$ cat config.mk
export PLATFORM = sky130hd
export DESIGN_NAME = lmw_window_decoder
export DESIGN_NICKNAME = d
export VERILOG_FILES = /design/src/rtl/lmw_pkg.sv /design/src/rtl/lmw_cfg_regs.sv /design/src/rtl/lmw_region_map.sv /design/src/rtl/lmw_route.sv /design/src/rtl/lmw_window_decoder.sv
export SDC_FILE = /design/constraint.sdc
export NUM_CORES = 1
export LEC_CHECK = 0
export BUFFER_PORTS_ARGS = -buffer_cell sky130_fd_sc_hd__buf_2
export CORE_MARGIN = 2
export CORE_UTILIZATION = 58
export CTS_CLUSTER_DIAMETER = 40
export CTS_CLUSTER_SIZE = 40
export DETAILED_ROUTE_END_ITERATION = 10
export GPL_ROUTABILITY_DRIVEN = 0
export PLACE_DENSITY = 0.87
export SLEW_MARGIN = 20
export SYNTH_ARGS = -nofsm -noshare
export SYNTH_HDL_FRONTEND = slang
export SYNTH_HIERARCHICAL = 1
export SYNTH_SLANG_ARGS = --single-unit
$ cat constraint.sdc
create_clock -name clk -period 5 [get_ports clk]
set_clock_uncertainty 0.15 [all_clocks]
set_input_delay 1.5 -clock clk [delete_from_list [all_inputs] [get_ports clk]]
set_output_delay 1.5 -clock clk [all_outputs]
set_load 0.02 [all_outputs]
$ cat src/rtl/lmw_pkg.sv
package lmw_pkg;
    localparam int ADDR_W = 20;
    localparam int IDX_W  = 4;

    localparam logic [7:0] ATTR_BASE_OFF = 8'h59;
    localparam int         ATTR_BYTES    = 7;
    localparam logic [7:0] WIN_CTRL_OFF  = 8'h72;
    localparam logic [7:0] WIN_CTRL_RST  = 8'h02;

    localparam int OPEN_BIT   = 6;
    localparam int ENABLE_BIT = 3;
    localparam int FLD_HI_LSB = 4;
    localparam int FLD_LO_LSB = 0;

    localparam logic [ADDR_W-1:0] WIN_BASE  = 20'hA0000;
    localparam logic [ADDR_W-1:0] WIN_END   = 20'hC0000;
    localparam logic [ADDR_W-1:0] EXP_BASE  = 20'hC0000;
    localparam logic [ADDR_W-1:0] BIOS_BASE = 20'hF0000;
endpackage

$ cat src/rtl/lmw_cfg_regs.sv
module lmw_cfg_regs
    import lmw_pkg::*;
#(
    parameter int NBYTES = ATTR_BYTES
) (
    input  logic                  clk,
    input  logic                  rst_n,
    input  logic                  cfg_we,
    input  logic [7:0]            cfg_addr,
    input  logic [7:0]            cfg_wdata,
    output logic [NBYTES-1:0][7:0] attr_q,
    output logic [7:0]            ctrl_q
);
    localparam int SEL_W = $clog2(NBYTES);

    typedef struct packed {
        logic [NBYTES-1:0][7:0] attr;
        logic [7:0]             ctrl;
    } cfg_t;

    cfg_t st_d, st_q;
    logic attr_hit, ctrl_hit;

    always_comb begin
        attr_hit = (cfg_addr >= ATTR_BASE_OFF) &&
                   (cfg_addr <  ATTR_BASE_OFF + 8'(NBYTES));
        ctrl_hit = (cfg_addr == WIN_CTRL_OFF);
        st_d = st_q;
        if (cfg_we && attr_hit)
            st_d.attr[SEL_W'(cfg_addr - ATTR_BASE_OFF)] = cfg_wdata;
        if (cfg_we && ctrl_hit)
            st_d.ctrl = cfg_wdata;
    end

    always_ff @(posedge clk) begin
        if (!rst_n) begin
            st_q.attr <= '0;
            st_q.ctrl <= WIN_CTRL_RST;
        end else begin
            st_q <= st_d;
        end
    end

    assign attr_q = st_q.attr;
    assign ctrl_q = st_q.ctrl;

    // stray offsets leave every stored byte untouched
    assert_stray_write_R8: assert property (@(posedge clk) disable iff (!rst_n)
        (cfg_we && !attr_hit && !ctrl_hit) |=> $stable(st_q));

    // a control write is visible on the next cycle
    assert_ctrl_lands_R8: assert property (@(posedge clk) disable iff (!rst_n)
        (cfg_we && cfg_addr == WIN_CTRL_OFF) |=> (ctrl_q == $past(cfg_wdata)));
endmodule

$ cat src/rtl/lmw_region_map.sv
module lmw_region_map
    import lmw_pkg::*;
#(
    parameter int NUM_EXP   = 12,
    parameter int EXP_SHIFT = 14
) (
    input  logic [ADDR_W-1:0] addr,
    output logic              bios_hit,
    output logic              exp_hit,
    output logic              win_hit,
    output logic [IDX_W-1:0]  idx
);
    localparam int TAG_W = ADDR_W - EXP_SHIFT;

    logic [NUM_EXP-1:0] exp_sel;

    for (genvar k = 0; k < NUM_EXP; k++) begin : g_exp
        localparam logic [ADDR_W-1:0] SLICE_BASE = EXP_BASE + ADDR_W'(k << EXP_SHIFT);
        assign exp_sel[k] = (addr[ADDR_W-1:EXP_SHIFT] == SLICE_BASE[ADDR_W-1:EXP_SHIFT]);
    end

    always_comb begin
        bios_hit = (addr >= BIOS_BASE);
        win_hit  = (addr >= WIN_BASE) && (addr < WIN_END);
        exp_hit  = |exp_sel;
        idx      = '0;
        for (int k = 0; k < NUM_EXP; k++) begin
            if (exp_sel[k]) idx = IDX_W'(k + 1);
        end
    end

    logic [TAG_W-1:0] unused_tag;
    assign unused_tag = '0;
endmodule

$ cat src/rtl/lmw_route.sv
module lmw_route
    import lmw_pkg::*;
#(
    parameter int NBYTES = ATTR_BYTES
) (
    input  logic [NBYTES-1:0][7:0] attr,
    input  logic                   win_open,
    input  logic                   win_enable,
    input  logic                   bios_hit,
    input  logic                   exp_hit,
    input  logic                   win_hit,
    input  logic [IDX_W-1:0]       idx,
    input  logic                   smm,
    output logic                   rd_ram,
    output logic                   wr_ram,
    output logic                   win_ram
);
    localparam int SEL_W = $clog2(NBYTES);

    logic [SEL_W-1:0] bsel;
    logic [7:0]       byte_v;
    logic             use_hi;
    logic [1:0]       fld;
    logic             ram_v;

    always_comb begin
        bsel   = SEL_W'((32'(idx) + 1) >> 1);
        byte_v = attr[bsel];
        use_hi = (idx == '0) || !idx[0];
        fld    = use_hi ? byte_v[FLD_HI_LSB +: 2] : byte_v[FLD_LO_LSB +: 2];
        ram_v  = smm ? (win_open || win_enable) : win_open;
        rd_ram  = 1'b1;
        wr_ram  = 1'b1;
        win_ram = 1'b0;
        if (win_hit) begin
            rd_ram  = ram_v;
            wr_ram  = ram_v;
            win_ram = ram_v;
        end else if (bios_hit || exp_hit) begin
            rd_ram = fld[0];
            wr_ram = fld[1];
        end
    end
endmodule

$ cat src/rtl/lmw_window_decoder.sv
module lmw_window_decoder
    import lmw_pkg::*;
#(
    parameter int NUM_EXP   = 12,
    parameter int EXP_SHIFT = 14
) (
    input  logic              clk,
    input  logic              rst_n,
    input  logic              cfg_we,
    input  logic [7:0]        cfg_addr,
    input  logic [7:0]        cfg_wdata,
    input  logic [ADDR_W-1:0] mem_addr,
    input  logic              mem_smm,
    output logic              rd_ram,
    output logic              wr_ram,
    output logic              smram_ram
);
    localparam int NBYTES = (NUM_EXP + 2) / 2;

    logic [NBYTES-1:0][7:0] attr_q;
    logic [7:0]             ctrl_q;
    logic                   bios_hit, exp_hit, win_hit;
    logic [IDX_W-1:0]       idx;

    lmw_cfg_regs #(.NBYTES(NBYTES)) u_regs (
        .clk(clk), .rst_n(rst_n), .cfg_we(cfg_we), .cfg_addr(cfg_addr),
        .cfg_wdata(cfg_wdata), .attr_q(attr_q), .ctrl_q(ctrl_q)
    );

    lmw_region_map #(.NUM_EXP(NUM_EXP), .EXP_SHIFT(EXP_SHIFT)) u_map (
        .addr(mem_addr), .bios_hit(bios_hit), .exp_hit(exp_hit),
        .win_hit(win_hit), .idx(idx)
    );

    lmw_route #(.NBYTES(NBYTES)) u_route (
        .attr(attr_q), .win_open(ctrl_q[OPEN_BIT]), .win_enable(ctrl_q[ENABLE_BIT]),
        .bios_hit(bios_hit), .exp_hit(exp_hit), .win_hit(win_hit), .idx(idx),
        .smm(mem_smm), .rd_ram(rd_ram), .wr_ram(wr_ram), .win_ram(smram_ram)
    );

    // low memory is RAM for any configuration
    assert_low_ram_R2: assert property (@(posedge clk) disable iff (!rst_n)
        (mem_addr < WIN_BASE) |-> (rd_ram && wr_ram));

    // closed window hides RAM from non-SMM masters
    assert_closed_bus_R6: assert property (@(posedge clk) disable iff (!rst_n)
        (mem_addr >= WIN_BASE && mem_addr < WIN_END && !mem_smm && !ctrl_q[OPEN_BIT])
        |-> (!rd_ram && !wr_ram));

    // enabled window is RAM for SMM masters
    assert_smm_enable_R7: assert property (@(posedge clk) disable iff (!rst_n)
        (mem_addr >= WIN_BASE && mem_addr < WIN_END && mem_smm && ctrl_q[ENABLE_BIT])
        |-> (rd_ram && wr_ram));

    // the window flag only rises inside the window while routed to RAM
    assert_win_flag_R9: assert property (@(posedge clk) disable iff (!rst_n)
        smram_ram |-> (mem_addr >= WIN_BASE && mem_addr < WIN_END && rd_ram && wr_ram));
endmodule

---- Yosys cells after proc, flatten, opt, wreduce, memory -nomap -nowiden ----
Index checks and enable logic that the tools add are counted.
storage, ports and cells
  flip-flop bits (word level) ............. 63
  input port bits ......................... 40
  output and inout bits ................... 3
  word-level logic and storage cells ...... 66
operators by class
  $add $sub $neg .......................... 2
  $lt $le $gt $ge ......................... 8
  equal/unequal tests ..................... 13
  muxes and demuxes ....................... 24
  reductions and logical operators ........ 11
operator list
  operator                                                    number
  equality test 6 bit, second input constant                  12
  bitwise mux 56 bit                                          1
  >= comparator 20 bit, second input constant                 2
  binary-select mux 8 bit (select 3 bit)                      1
  demux 8 bit (select 3 bit)                                  1
  less-than comparator 20 bit, second input constant          1
  two-way mux 4 bit                                           5
  two-way mux 3 bit                                           4
  OR reduction 12 bit                                         1
  equality test 8 x 7 -> 1 bit, second input constant         1
  >= comparator 8 x 7 -> 1 bit, second input constant         1
  less-than comparator 3 x 4 -> 1 bit, second input constant  2
  less-than comparator 8 x 7 -> 1 bit, second input constant  1
  two-way mux 8 bit                                           1
  two-way mux 1 bit                                           7
  two-way mux 2 bit                                           3
  two-way mux 6 bit                                           1
  logical AND 1 bit                                           5
  adder 4 x 1 -> 4 bit, second input constant                 1
  zero test 4 bit                                             1
  >= comparator 3 x 1 -> 1 bit, second input constant         1
  logical OR 1 bit                                            3
  subtractor 3 x 1 -> 3 bit, second input constant            1
  zero test 1 bit                                             1

---- Longest topological paths before layout ----
Gate-level depths: netlist of run 1.
  word-level depth ........................ 19
  depth in mapped cells ................... 10
  depth with buffers taken out ............ 9

---- Hierarchy ----
The synthesis of run 1 kept the hierarchy.
modules (own cells, without submodules)
  module          times used  cells an instance  area each (um^2)  seq. area each (um^2)
  lmw_cfg_regs    1           237                2458.6            1281.2
  lmw_route       1           40                 386.6             0.0
  lmw_region_map  1           17                 86.3              0.0

---- Worst setup path after synthesis of run 1 ----
OpenSTA, ideal clock, no wires.
  path kind ............................... input -> output
  start ................................... in mem_addr[17]
  end ..................................... out rd_ram
  data arrival time ....................... 3336 ps
  required time ........................... 3350 ps
  slack ................................... 14 ps
  stages on the path ...................... 9
  path buffers ............................ 1
  cells stage by stage .................... nand2_1 > nand3_1 > nor2_1 > inv_1 > ha_1 > buf_4 > mux4_1 > o211ai_1 > nand3_1
on the way
  longest elaborated chain between the ends .. 19
ends and longest elaborated chain
  element                                  line                      source
  start, declared                          lmw_window_decoder.sv:12  input logic [ADDR_W-1:0] mem_addr,
  equality test 6 bit                      lmw_region_map.sv:19      assign exp_sel[k] = (addr[ADDR_W-1:EXP_SHIFT] == SLICE_BASE[ADDR_W-1:EXP_SHIFT]);
  two-way mux 1 bit                        lmw_region_map.sv:28      if (exp_sel[k]) idx = IDX_W'(k + 1);
  two-way mux 2 bit (2 in series)          lmw_region_map.sv:28
  two-way mux 3 bit (4 in series)          lmw_region_map.sv:28
  two-way mux 4 bit (4 in series)          lmw_region_map.sv:28
  two-way mux 4 bit (*)                    lmw_region_map.sv:28
  named net idx[0]                         lmw_window_decoder.sv:23  logic [IDX_W-1:0] idx;
  adder 4 x 1 -> 4 bit                     lmw_route.sv:27           bsel = SEL_W'((32'(idx) + 1) >> 1);
  binary-select mux 8 bit (select 3 bit)   lmw_route.sv:28           byte_v = attr[bsel];
  two-way mux 6 bit (not written as such)  lmw_route.sv:28
  two-way mux 2 bit (*)                    lmw_route.sv:30           fld = use_hi ? byte_v[FLD_HI_LSB +: 2] : byte_v[FLD_LO_LSB +: 2];
  two-way mux 1 bit (*)                    lmw_route.sv:39           end else if (bios_hit || exp_hit) begin
  two-way mux 1 bit (*)                    lmw_route.sv:35           if (win_hit) begin
  end, declared                            lmw_window_decoder.sv:14  output logic rd_ram,
Mark *: on every way through the listed nets, which the timed path passes. The rest lies on a longest branch. The select of a mux whose other input is x is not followed.

---- Worst setup path in the final report of run 1 ----
  start ................................... in mem_addr[17]
  end ..................................... out wr_ram
RTL lines
  element                                  line                      source
  equality test 6 bit                      lmw_region_map.sv:19
  two-way mux 3 bit (4 in series)          lmw_region_map.sv:28
  two-way mux 4 bit (4 in series)          lmw_region_map.sv:28
  two-way mux 4 bit (*)                    lmw_region_map.sv:28
  named net idx[2]                         lmw_window_decoder.sv:23
  adder 4 x 1 -> 4 bit                     lmw_route.sv:27
  binary-select mux 8 bit (select 3 bit)   lmw_route.sv:28
  two-way mux 6 bit (not written as such)  lmw_route.sv:28
  two-way mux 2 bit (*)                    lmw_route.sv:30
  two-way mux 1 bit (*)                    lmw_route.sv:39
  two-way mux 1 bit (*)                    lmw_route.sv:35
  end, declared                            lmw_window_decoder.sv:15  output logic wr_ram,
Marked as above.

==> out/results.ini, run 1 <==
[status]
status = finished, final reports clean

[die]
die_w_um = 59.3
start_util_pct = 59.5
die_h_um = 59.3
io-pin-count = 43
rows = 20
core_mm2 = 0.00298
die_area_mm2 = 0.00351

[critical_path]
crit_type = in -> out
cp_cell_sequence = buf_2 > buf_6 > nand3b_1 > a21oi_1 > buf_4 > xor2_4 > buf_12 > mux4_2 > o211ai_1 > nand3_1 > buf_6
end_kind = output pin
r2r_cells = 2
cpMostUsedCell = buf_6
cpPeakStageDelay_ns = 0.31
start_kind = primary input
crit_required_ns = 3.35
arrival_ns = 3.34
slowest_stage = mux4_2
cp_max_fo = 6

[grt]
grt_usage_pct = 22.2
grt_max_degree = 35
grt_pass1_wl_um = 5840
antenna_found_initial = 0
grt_pass1_vias = 1328
grt-ovfl-total = 0

[drt]
viasPerCell = 5.57
finalWirelength_um = 3670
wl_per_cell_um = 14.3
antenna_left = 0
vias = 1431
post-route-drc-count = 0
firstDrtPassIters = 5
first_iter_violations = 24

[clocking]
clkSlewWorstSetupHoldPaths_ns = 0.08
clock_path_buffers = 2
cts_tree = done
cts_buffers = 5
worstSkewPairLatency_ns = 0.31
root_buffer = clkbuf_4
h-tree-depth = 2
cts_hold_buffers = 0
cts.sinks = 30

[placed_design]
io_buffer_count = 26
postPlaceCellArea_mm2 = 0.00196
place_ws_ns = -0.204
hpwl_um = 2530

[layout]
nets = 268
area_growth_pct = 24.7
fin_area_mm2 = 0.00221
drive_gt1_share_pct = 33.0
antenna_cells = 0

[sta]
timing.fmax_mhz = 201
fin_crit_sh_pct = 99.7
worstMarginPinSlew_ns = 0.863
hold_ws_ns = 0.314
fin_tns_setup_ns = 0
fin_ws_ns = 0.0144
min_period_ns = 4.99
rsz0062_at_grt = true
relSlewSlack_pct = 42.3
final_max_slew_viol_count = 0
finalHoldViolCount = 0
setup-violations-final = 0

[pwr]
power_uw = 467
p_leak_uw = 0.000875
vdd_ir_drop_max_uv = 167
powerDensity_mw_per_mm2 = 211

[logic_synthesis]
synth_area_per_cell_um2 = 9.42
syn_nets = 233
syn_area_mm2 = 0.00177
yosys_warnings = 6
syn_inst = 188

[min_path]
worstHoldPathCells = 2
hold_path.class = reg -> reg

[job]
max_cap_violations = 0

[worst max-delay path, delay by kind of cell]
kind / cells / cell delay, ns
XOR/XNOR: 1 / 0.19
AND/OR/NAND/NOR: 2 / 0.29
AO/OA/AOI/OAI: 2 / 0.33
buffers and inverters: 5 / 0.71
multiplexers: 1 / 0.31
[stage by stage]
stage,utilization [%],cells
floorplan,-,188
CTS,71.8,256
global placement,66.0,243
finish,74.2,257
global route,74.2,257
detailed placement,66.0,243
[layer usage]
metal  global-route usage [%]  vias to the layer above  wire length [um]
met5                        0                        -                 0
met4                     8.12                        0                11
met3                     4.15                        4               119
met2                     37.2                       26              1960
met1                     28.2                      678              1580
li1                         -                      723                 -
[what timing repair did]
action / in CTS / in global routing
cloned: 1 / 0
gates resized for setup: 19 / 21
endpoints found under the setup margin: 2 / 2
setup buffers: 4 / 2
pin swaps: 10 / 11
hold endpoints to repair: 0 / 0
[placed cells by master, fill, tap and decap left out, drive strengths merged, types with 4 or more instances in the layout]
master / n
a21oi: 4
buf: 43
clkbuf: 7
dfxtp: 30
ha: 5
inv: 5
mux2i: 30
mux4: 4
nand2: 41
nand3: 8
nor2: 6
o211ai: 4
o21ai: 5
o221ai: 4
[sequential cells by signal, summed over array words and instances (netlist names)]
name,count
u_regs/ctrl_q,2
u_regs/attr_q,28
[final timing paths]
kind,start,end,slack (ns)
worst max-delay path,mem_addr[17],wr_ram,0.01
worst min-delay path,u_regs/attr_q[25],u_regs/attr_q[25],0.31
worst max register to register,u_regs/attr_q[0],u_regs/attr_q[0],4.19
worst min register to register,u_regs/attr_q[25],u_regs/attr_q[25],0.31
[cell type report]
| class | instances | area [um2] |
|---|---|---|
| Multi-Input combinational cell | 138 | 1170 |
| Inverter | 5 | 18.8 |
| Fill cell | 224 | 769 |
| Timing Repair Buffer | 43 | 317 |
| Clock inverter | 1 | 5.00 |
| Tap cell | 33 | 41.3 |
| Clock buffer | 7 | 55.1 |
| Sequential cell | 30 | 601 |
[power by group]
group          total [uW]  internal [uW]  switching (uW)
sequential            239            239           0.172
combinational        80.8           38.4            42.4
clock                 146           68.1            78.4
No activity file was read; power rests on OpenSTA's default activity.
==> run 2, diff against run 1 <==
- ABC_AREA: default -> 1
- CORE_UTILIZATION: 58 -> 60
- CTS_CLUSTER_DIAMETER: 40 -> 150
- PLACE_DENSITY: 0.87 -> 0.88
==> run 2 against run 1 <==
Final cell count grew 73%. Critical path type unchanged. Global-route usage grew 5.3 points. Hold slack gained 0.019 ns. Clock-buffer cell count shrank 1. Flip-flop and latch count is the same. Final area grew 19%.
==> out/results.ini, run 2 <==
[sta]
worstMarginPinSlew_ns = 0.502
setup-violations-final = 0
timing.fmax_mhz = 204
finalHoldViolCount = 0
rsz0062_at_grt = false
min_period_ns = 4.91
fin_crit_sh_pct = 98.2
final_max_slew_viol_count = 0
relSlewSlack_pct = 66.5

[drt]
firstDrtPassIters = 4
first_iter_violations = 132
post-route-drc-count = 0
finalWirelength_um = 5190
vias = 2313
antenna_left = 0
wl_per_cell_um = 11.7
viasPerCell = 5.21

[layout]
multi_input_area_mm2 = 0.00143
antenna_cells = 0
area_growth_pct = 18.4
final_cell_mix = nand2_1 (91), nor2_1 (74), nand3_1 (54)
drive_gt1_share_pct = 25.8
final_common_cell = nand2_1
seq_area_um2 = 601
nets = 442
fin_util_pct = 72.9
fill_cells = 296
largest_reg_flops = 28

[min_path]
holdCritStartpoint = u_regs/attr_q[53]
hold_path.class = reg -> reg

[critical_path]
regToRegStartpoint = u_regs/attr_q[28]
cpMostUsedCell = buf_4
start_kind = primary input
arrival_ns = 3.26
crit_required_ns = 3.35
crit_type = in -> out
slowest_stage = a31oi_2
cp_max_fo = 3
r2r_slack_ns = 4.23
timing.critical_path.from = mem_addr[16]
cp_num_buf_inv = 9
end_kind = output pin
cpLargestDelayFamily = buffers and inverters
cp_cell_sequence = buf_6 > inv_4 > buf_4 > buf_4 > buf_4 > buf_4 > nor2_1 > nand2_1 > nand4_1 > inv_1 > a31oi_2 > inv_1 > nand3_1 > nand3_2 > nand2_1 > nand2_2 > buf_6
cpPeakStageDelay_ns = 0.25

[clocking]
cts_buffers = 5
worstSkewPairLatency_ns = 0.27
cts.sinks = 30
root_buffer = clkbuf_8
clkSlewWorstSetupHoldPaths_ns = 0.06
cts_tree = done
clock_path_buffers = 2
h-tree-depth = 2
cts_hold_buffers = 0

[logic_synthesis]
syn_inst = 364
syn_area_mm2 = 0.00222
syn_nets = 409
yosys_warnings = 6
synth_area_per_cell_um2 = 6.10

[die]
io-pin-count = 43
core_mm2 = 0.00361
start_util_pct = 61.6
rows = 22
die_area_mm2 = 0.00420
die_h_um = 64.8
die_w_um = 64.8

[pwr]
vdd_ir_drop_max_uv = 168
power_uw = 542
p_leak_uw = 0.00121
powerDensity_mw_per_mm2 = 206

[placed_design]
io_buffer_count = 26
hpwl_um = 3650

[grt]
grt-ovfl-total = 0
grt_max_degree = 33
grt_pass1_wl_um = 9200
antenna_found_initial = 0
grt_pass1_vias = 2224
grt_usage_pct = 27.5

[job]
max_cap_violations = 0

[status]
status = finished, final reports clean

-- run 2: timing repair --
| action | in CTS | in global routing |
|---|---|---|
| gates resized for setup | 22 | 21 |
| pin swaps | 17 | 17 |
| setup buffers | 3 | 3 |
| setup endpoints to repair | 2 | 2 |
| cloned | 1 | 0 |
-- run 2: area by class of cell --
cell class                      instances  share of cell area (%)
Clock buffer                            6                    3.14
Sequential cell                        30                    22.8
Tap cell                               48                    2.28
Inverter                               35                    5.38
Timing Repair Buffer                   44                    11.9
Multi-Input combinational cell        281                    54.4
-- run 2: per-stage QoR --
step / worst slack (ns) / std cells / hold slack (ns) / instance area, um2 / TNS, ns
3_3_place_gp: -0.0578 / 431 / 0.313 / 2340 / -0.111
2_1_floorplan: 0.120 / 364 / 0.302 / 2220 / 0
6_report: 0.0912 / 444 / 0.333 / 2630 / 0
3_5_place_dp: -0.122 / 431 / 0.321 / 2340 / -0.241
4_1_cts: 0.00690 / 441 / 0.336 / 2530 / 0
5_1_grt: 0.00215 / 444 / 0.374 / 2630 / 0
-- run 2: metal layers --
layer,vias up,part of all wire (%),track usage (%)
li1,1192,-,-
met5,-,0,0
met2,81,52,51.4
met3,11,6.8,4.51
met4,0,2.1,10.1
met1,1029,39,31.0
-- run 2: path summary, 6_finish.rpt --
check,end,cells after the start
min reg2reg,u_regs/attr_q[53],2
max reg2reg,u_regs/attr_q[28],2
max,rd_ram,17
min,u_regs/attr_q[53],2
-- run 2: where the power goes --
part	leakage (uW)	total (uW)	switching [uW]	internal, uW
sequential	0.000242	240	0.180	239
combinational	0.000923	114	69.4	44.3
clock	0.0000431	188	82.5	106
total	0.00121	542	152	389
-- run 2: worst reg2reg max path, delay by kind of cell (launching register included) --
| kind | cells | cell delay (ns) |
|---|---|---|
| AND/OR/NAND/NOR | 2 | 0.18 |
| flip-flops | 1 | 0.37 |
